### src/rtl/cia_pkg.sv
package cia_pkg;

    // Host word addresses; host software depends on these values.
    localparam logic [3:0] A_CHAN = 4'h8;
    localparam logic [3:0] A_CSR  = 4'hA;
    localparam logic [3:0] A_OFS  = 4'hB;
    localparam logic [3:0] A_DATA = 4'hC;

    // Control/status bit positions.
    localparam int B_CMD_RD = 0;
    localparam int B_CMD_WR = 1;
    localparam int B_BUSY   = 8;
    localparam int B_ERR    = 9;

    typedef enum logic [1:0] {
        CMD_NONE = 2'b00,
        CMD_RD   = 2'b01,
        CMD_WR   = 2'b10,
        CMD_BOTH = 2'b11
    } cmd_e;

endpackage

### src/rtl/cia_seq.sv
module cia_seq #(
    parameter int CH_W   = 8,
    parameter int NUM_CH = 4,
    parameter int RD_LAT = 2
) (
    input  logic            clk,
    input  logic            rst_n,
    input  logic            csr_wr,
    input  logic            cmd_rd,
    input  logic            cmd_wr,
    input  logic [CH_W-1:0] chan,
    output logic            busy,
    output logic            err,
    output logic            launch,
    output logic            strobe_re,
    output logic            strobe_we,
    output logic            capture
);
    localparam int          CNT_W    = (RD_LAT < 1) ? 1 : $clog2(RD_LAT + 1);
    localparam logic [31:0] NUM_CH_U = NUM_CH;

    typedef struct packed {
        logic             busy;
        logic             err;
        logic             is_rd;
        logic             re;
        logic             we;
        logic [CNT_W-1:0] cnt;
    } seq_t;

    seq_t seq_d, seq_q;
    logic chan_ok;
    logic refuse;

    always_comb begin
        chan_ok = 32'(chan) < NUM_CH_U;
        launch  = (cmd_rd ^ cmd_wr) && !seq_q.busy && chan_ok;
        refuse  = (cmd_rd || cmd_wr) && !launch;
        capture = seq_q.busy && (seq_q.cnt == '0) && seq_q.is_rd;

        seq_d    = seq_q;
        seq_d.re = 1'b0;
        seq_d.we = 1'b0;
        if (seq_q.busy) begin
            if (seq_q.cnt == '0) seq_d.busy = 1'b0;
            else                 seq_d.cnt  = seq_q.cnt - 1'b1;
        end
        if (csr_wr) seq_d.err = 1'b0;
        if (refuse) seq_d.err = 1'b1;
        if (launch) begin
            seq_d.busy  = 1'b1;
            seq_d.cnt   = CNT_W'(RD_LAT);
            seq_d.re    = cmd_rd;
            seq_d.we    = cmd_wr;
            seq_d.is_rd = cmd_rd;
        end
    end

    always_ff @(posedge clk) begin
        if (!rst_n) seq_q <= '0;
        else        seq_q <= seq_d;
    end

    assign busy      = seq_q.busy;
    assign err       = seq_q.err;
    assign strobe_re = seq_q.re;
    assign strobe_we = seq_q.we;

    assert_strobe_under_busy_R3: assert property (@(posedge clk) disable iff (!rst_n)
        (seq_q.re || seq_q.we) |-> seq_q.busy);
    assert_single_direction_R10: assert property (@(posedge clk) disable iff (!rst_n)
        !(seq_q.re && seq_q.we));
    assert_strobe_one_cycle_R6: assert property (@(posedge clk) disable iff (!rst_n)
        (seq_q.re || seq_q.we) |=> !(seq_q.re || seq_q.we));
    assert_busy_drops_R4: assert property (@(posedge clk) disable iff (!rst_n)
        (seq_q.busy && seq_q.cnt == '0) |=> !seq_q.busy);
    assert_count_bound_R4: assert property (@(posedge clk) disable iff (!rst_n)
        seq_q.busy |-> (32'(seq_q.cnt) <= 32'(RD_LAT)));
    assert_error_no_access_R8: assert property (@(posedge clk) disable iff (!rst_n)
        $rose(seq_q.err) |-> !(seq_q.re || seq_q.we));

endmodule

### src/rtl/cia_readmux.sv
module cia_readmux #(
    parameter int ADDR_W = 4,
    parameter int CH_W   = 8,
    parameter int OFS_W  = 8,
    parameter int HDW    = 32
) (
    input  logic [ADDR_W-1:0] addr,
    input  logic [CH_W-1:0]   chan,
    input  logic [OFS_W-1:0]  ofs,
    input  logic [HDW-1:0]    data,
    input  logic [1:0]        cmd,
    input  logic              busy,
    input  logic              err,
    output logic [HDW-1:0]    rdata
);
    import cia_pkg::*;

    logic [HDW-1:0] csr_val;

    always_comb begin
        csr_val           = '0;
        csr_val[B_CMD_RD] = cmd[0];
        csr_val[B_CMD_WR] = cmd[1];
        csr_val[B_BUSY]   = busy;
        csr_val[B_ERR]    = err;
        unique case (addr)
            ADDR_W'(A_CHAN): rdata = HDW'(chan);
            ADDR_W'(A_CSR):  rdata = csr_val;
            ADDR_W'(A_OFS):  rdata = HDW'(ofs);
            ADDR_W'(A_DATA): rdata = data;
            default:         rdata = '0;
        endcase
    end

endmodule

### src/rtl/chan_indirect_ctrl.sv
module chan_indirect_ctrl #(
    parameter int ADDR_W = 4,
    parameter int CH_W   = 8,
    parameter int NUM_CH = 4,
    parameter int OFS_W  = 8,
    parameter int HDW    = 32,
    parameter int RD_LAT = 2
) (
    input  logic              clk,
    input  logic              rst_n,
    input  logic [ADDR_W-1:0] host_addr,
    input  logic              host_wr,
    input  logic [HDW-1:0]    host_wdata,
    output logic [HDW-1:0]    host_rdata,
    output logic [CH_W-1:0]   be_chan,
    output logic [OFS_W-1:0]  be_offset,
    output logic              be_re,
    output logic              be_we,
    output logic [HDW-1:0]    be_wdata,
    input  logic [HDW-1:0]    be_rdata
);
    import cia_pkg::*;

    localparam logic [31:0] NUM_CH_U = NUM_CH;

    typedef struct packed {
        logic [CH_W-1:0]  chan;
        logic [OFS_W-1:0] ofs;
        logic [HDW-1:0]   data;
        logic [1:0]       cmd;
        logic [CH_W-1:0]  op_chan;
        logic [OFS_W-1:0] op_ofs;
        logic [HDW-1:0]   op_data;
    } regs_t;

    regs_t regs_d, regs_q;
    logic  csr_wr, busy, err, launch, capture;
    logic  unused_wdata_bits;

    assign csr_wr            = host_wr && (host_addr == ADDR_W'(A_CSR));
    assign unused_wdata_bits = ^host_wdata;

    cia_seq #(.CH_W(CH_W), .NUM_CH(NUM_CH), .RD_LAT(RD_LAT)) u_seq (
        .clk      (clk),
        .rst_n    (rst_n),
        .csr_wr   (csr_wr),
        .cmd_rd   (regs_q.cmd[0]),
        .cmd_wr   (regs_q.cmd[1]),
        .chan     (regs_q.chan),
        .busy     (busy),
        .err      (err),
        .launch   (launch),
        .strobe_re(be_re),
        .strobe_we(be_we),
        .capture  (capture)
    );

    always_comb begin
        regs_d     = regs_q;
        regs_d.cmd = CMD_NONE;
        if (host_wr) begin
            unique case (host_addr)
                ADDR_W'(A_CHAN): regs_d.chan = host_wdata[CH_W-1:0];
                ADDR_W'(A_OFS):  regs_d.ofs  = host_wdata[OFS_W-1:0];
                ADDR_W'(A_DATA): regs_d.data = host_wdata;
                ADDR_W'(A_CSR):  regs_d.cmd  = {host_wdata[B_CMD_WR], host_wdata[B_CMD_RD]};
                default: ;
            endcase
        end
        if (launch) begin
            regs_d.op_chan = regs_q.chan;
            regs_d.op_ofs  = regs_q.ofs;
            regs_d.op_data = regs_q.data;
        end
        if (capture) regs_d.data = be_rdata;
    end

    always_ff @(posedge clk) begin
        if (!rst_n) regs_q <= '0;
        else        regs_q <= regs_d;
    end

    assign be_chan   = regs_q.op_chan;
    assign be_offset = regs_q.op_ofs;
    assign be_wdata  = regs_q.op_data;

    cia_readmux #(.ADDR_W(ADDR_W), .CH_W(CH_W), .OFS_W(OFS_W), .HDW(HDW)) u_rmux (
        .addr (host_addr),
        .chan (regs_q.chan),
        .ofs  (regs_q.ofs),
        .data (regs_q.data),
        .cmd  (regs_q.cmd),
        .busy (busy),
        .err  (err),
        .rdata(host_rdata)
    );

    assert_cmd_self_clear_R7: assert property (@(posedge clk) disable iff (!rst_n)
        ((regs_q.cmd != 2'b00) && !csr_wr) |=> (regs_q.cmd == 2'b00));
    assert_access_in_range_R9: assert property (@(posedge clk) disable iff (!rst_n)
        (be_re || be_we) |-> (32'(be_chan) < NUM_CH_U));
    assert_capture_ends_busy_R5: assert property (@(posedge clk) disable iff (!rst_n)
        capture |=> !busy);

endmodule

### config.mk
export PLATFORM = sky130hd
export DESIGN_NAME = chan_indirect_ctrl
export DESIGN_NICKNAME = d
export VERILOG_FILES = /design/src/rtl/cia_pkg.sv /design/src/rtl/cia_seq.sv /design/src/rtl/cia_readmux.sv /design/src/rtl/chan_indirect_ctrl.sv
export SDC_FILE = /design/constraint.sdc
export NUM_CORES = 1
export LEC_CHECK = 0
export ABC_AREA = 0
export BUFFER_PORTS_ARGS = -buffer_cell sky130_fd_sc_hd__buf_2
export CELL_PAD_IN_SITES_DETAIL_PLACEMENT = 0
export CELL_PAD_IN_SITES_GLOBAL_PLACEMENT = 1
export CORE_MARGIN = 2
export CORE_UTILIZATION = 38
export DETAILED_ROUTE_END_ITERATION = 10
export GPL_TIMING_DRIVEN = 0
export PLACE_DENSITY = 0.88
export RECOVER_POWER = 25
export SYNTH_ARGS = -nofsm -noshare
export SYNTH_HDL_FRONTEND = slang
export SYNTH_SLANG_ARGS = --single-unit
### constraint.sdc
create_clock -name clk -period 2.29 [get_ports clk]
set_input_delay 0.458 -clock clk [delete_from_list [all_inputs] [get_ports clk]]
set_output_delay 0.458 -clock clk [all_outputs]
set_load 0.02 [all_outputs]
==> reports/results.md <==
| Step | Result | Reported |
| --- | --- | --- |
| outcome | Status | complete, no violations |
| sta | Setup repair after global routing missed its margin | true |
| grt | Number of antenna violations at the first check in global routing | 0 |
| cells and area | Synthesis-to-finish area growth | 24.7% |
| route | Post-route ant nets | 0 |
| placement | HPWL after detailed placement | 12.0 mm |
| worst setup path | Cell with the biggest individual delay on the critical path | a222oi_1 |
| floorplan | Number of primary I/O pins | 153 |
| worst setup path | Largest delay share family, worst path | buffers and inverters |
| clocking | Number of buffers on the longest clock path | 2 |
| synth | Mapped Cells | 612 |
| placement | Worst slack at placement | -0.125 ns |
| worst setup path | Crit. Startpoint | host_addr[1] |
| grt | Vias in the first global route | 4900 |
| worst setup path | CP Launch Type | input pin |
| worst setup path | Required time worst endpoint | 1.83 ns |
| synth | Most numerous cell types in the synthesized netlist | dfxtp_1, nand3_1, o21ai_0 |
| sta | Final setup violation count | 0 |
| grt | Wire length of the first global-routing pass | 25.1 mm |
| cells and area | Number of antenna diodes | 0 |
| synth | Most area-hungry cell type in the Yosys netlist | dfxtp_1 |
| synth | Average cell area after synthesis | 8.32 um^2 |
| sta | Fin crit share | 0.983 |
| floorplan | Count of standard-cell rows | 42 |
| sta | Worst-case setup margin in the final layout | 0.0381 ns |
| synth | Cell area after synthesis | 5090 um^2 |
| synth | Most common flop cell mapped by yosys | dfxtp_1 |
| synth | Post-synth ARST share | 0 |
| cells and area | Nets | 843 |
| route | Remaining DRCs | 0 |
| clocking | Clk sinks | 105 |
| worst setup path | Largest driver fanout on the critical path | 10 |
| power | Worst-case vdd ir drop | 346 uV |
| power | Leakage dissipation | 2.59 nW |
| worst setup path | Cell count along the critical path | 7 |
| clocking | Maximum level of the CTS H-tree | 3 |
| clocking | CTS Hold Buffers Added | 0 |
| sta | Clock period minus final worst setup slack | 2.25 ns |
| worst setup path | Register-to-Register Path Depth | 6 |
| worst setup path | Largest stage delay, worst path | 0.46 ns |
| route | Via count | 5048 |
| synth | Synthesized net count | 684 |
| route | Vias/cell | 5.30 |
| placement | Count of input and output buffers | 149 |
| clocking | Clock latency on the worst-skew pair | 0.35 ns |
| worst hold path | Number of cells on the worst hold path | 2 |
| clocking | Clock buffer count from CTS | 9 |
| floorplan | Effective utilization at floorplan | 0.386 |
| grt | Total global routing overflow | 0 |
| floorplan | Width of the chip | 120 um |
| cells and area | Number of fillers in the final layout | 1359 |
| worst setup path | Number of buffers and inverters on the critical path | 5 |
| synth | Area contributors post-synth | dfxtp_1, buf_4, nand3_1 |
| floorplan | Floorplan core area | 13200 um^2 |
| worst setup path | Reg2reg start | regs_q[48] |
| placement | Placed insts | 937 |
| power | Power density over the cells | 605 nW/um^2 |
| route | Sum of routed wire length over all layers | 16.2 mm |
| grt | Overall track demand over capacity in global routing | 0.222 |
| floorplan | Vertical die dimension | 120 um |
| worst setup path | Critical path endpoint category | output pin |
| route | Total iterations of the first detailed-routing run | 9 |
| worst setup path | Signal arrival time at the worst endpoint | 1.79 ns |
| clocking | CTS tree | yes |
| clocking | Clock-pin slew of the registers on the worst-case setup and hold paths | 0.07 ns |
| placement | Routability Congestion | 0.882 |
| route | Number of design-rule violations left by the first detailed-router iteration | 424 |
| run | Reported max-cap violation count | 0 |
| synth | Yosys top cell area share | 0.413 |
| synth | Sequential area share after synthesis | 0.413 |
| synth | Number of enable flip-flop cells after synthesis | 0 |
| synth | FF+latch count, synth | 105 |
| grt | Maximum number of pins on one net before global-route repair | 17 |
| route | Average wire per cell in the routed design | 17.0 um |
| synth | Warnings, synthesis | 0 |
| sta | Number of pins exceeding their max-slew limit in the final report | 0 |
| clocking | Buffer cell driving the clock tree root | clkbuf_16 |
| sta | Worst Clk Skew | 0.00889 ns |
| cells and area | Fraction of final layout cells with drive strength greater than 1 | 0.269 |
| power | Total power of the final layout | 3.84 mW |
| synth | Number of distinct standard cells referenced by the synthesized netlist | 43 |
| floorplan | Die area | 14300 um^2 |
| cells and area | Final std cells w/o fill | 952 |
| worst setup path | Crit-path cells | buf_2 -> nor4bb_1 -> buf_4 -> buf_4 -> a222oi_1 -> inv_1 -> buf_2 |
| sta | Slew @ Worst Pin | 0.856 ns |
| synth | Dominant cell by count in the synthesized netlist | dfxtp_1 |
| worst hold path | Min-Delay Startpoint | host_wdata[1] |
| worst hold path | Hold Crit Class | input pin to flip-flop |
| sta | Final hold violation count | 0 |
| worst setup path | Worst Setup Path Type | input pin to output pin |
| sta | Rel. slew slack | 0.427 |
| sta | Maximum achievable frequency | 444 MHz |
flip-flops by register name, summed over array words and instances (netlist names):
register	cells
regs_q	50
be_wdata	32
be_chan	8
be_offset	8
u_seq.seq_q	3
u_seq.busy	1
u_seq.err	1
u_seq.strobe_re	1
u_seq.strobe_we	1
cell families (layout without fill, tap and decap cells):
family | count (synthesis) | after routing | share of synthesized area
mux | 2 | 2 | 0.00393
flops | 105 | 105 | 0.413
simple gates | 151 | 151 | 0.178
buf+inv | 127 | 291 | 0.154
compound gates | 226 | 226 | 0.249
fa+ha+maj | 1 | 1 | 0.00246
worst paths after layout:
path                    to  slack (ns)
min             regs_q[49]        0.39
max reg2reg     be_chan[5]        0.24
min reg2reg     be_chan[3]        0.48
max          host_rdata[2]        0.04
report_power, final:
group	leakage (nW)	switching, mW	total [mW]	internal [mW]
Combinational	1.58	0.173	0.267	0.0944
Clock	0.169	0.677	1.72	1.05
Sequential	0.846	0.0119	1.85	1.84
through the flow:
stage / TNS [ns] / utilization / hold WS [ns] / area, um^2
after floorplan: 0 / - / 0.441 / 5090
after global placement: -1.68 / 0.459 / 0.456 / 6060
after detailed placement: -1.31 / 0.459 / 0.469 / 6060
after CTS: 0 / 0.485 / 0.386 / 6400
after global routing: -0.0160 / 0.482 / 0.399 / 6350
final: 0 / 0.482 / 0.389 / 6350
layout by cell type, fill, tap and decap left out, types with 6 or more instances in the layout:
cell type / count
nand2_1: 8
o21a_1: 8
buf_2: 120
buf_4: 56
a21boi_0: 8
buf_6: 6
a21oi_1: 46
o21ai_0: 65
o21ai_1: 53
and2_1: 24
a222oi_1: 6
nand3_1: 75
clkbuf_16: 9
dfxtp_1: 105
nand4_1: 8
and3_1: 15
clkbuf_1: 74
inv_1: 14
a31oi_1: 32
final cells by class:
cell class / instances / area, um^2 / area share
Timing Repair Buffer: 149 / 691 / 0.109
Multi-Input combinational cell: 380 / 2210 / 0.347
Tap cell: 176 / 220 / 0.0347
Inverter: 14 / 52.6 / 0.00827
Clock inverter: 4 / 73.8 / 0.0116
Buffer: 112 / 739 / 0.116
Sequential cell: 105 / 2100 / 0.331
Clock buffer: 12 / 267 / 0.0420
routing by layer:
| metal | vias to the layer above | track usage | wire, um |
|---|---|---|---|
| met5 | - | 0 | 0 |
| met4 | 0 | 0.0853 | 354 |
| met3 | 25 | 0.0266 | 974 |
| met2 | 188 | 0.365 | 7600 |
| met1 | 2357 | 0.298 | 7280 |
| li1 | 2478 | - | - |
what timing repair did:
item                       in CTS  in global routing
setup endpoints to repair      20                 12
pin swaps                       0                  3
resized for setup               2                  7
hold endpoints to repair        0                  0
setup buffers                   0                  0
No activity file was read; power rests on OpenSTA's default activity.
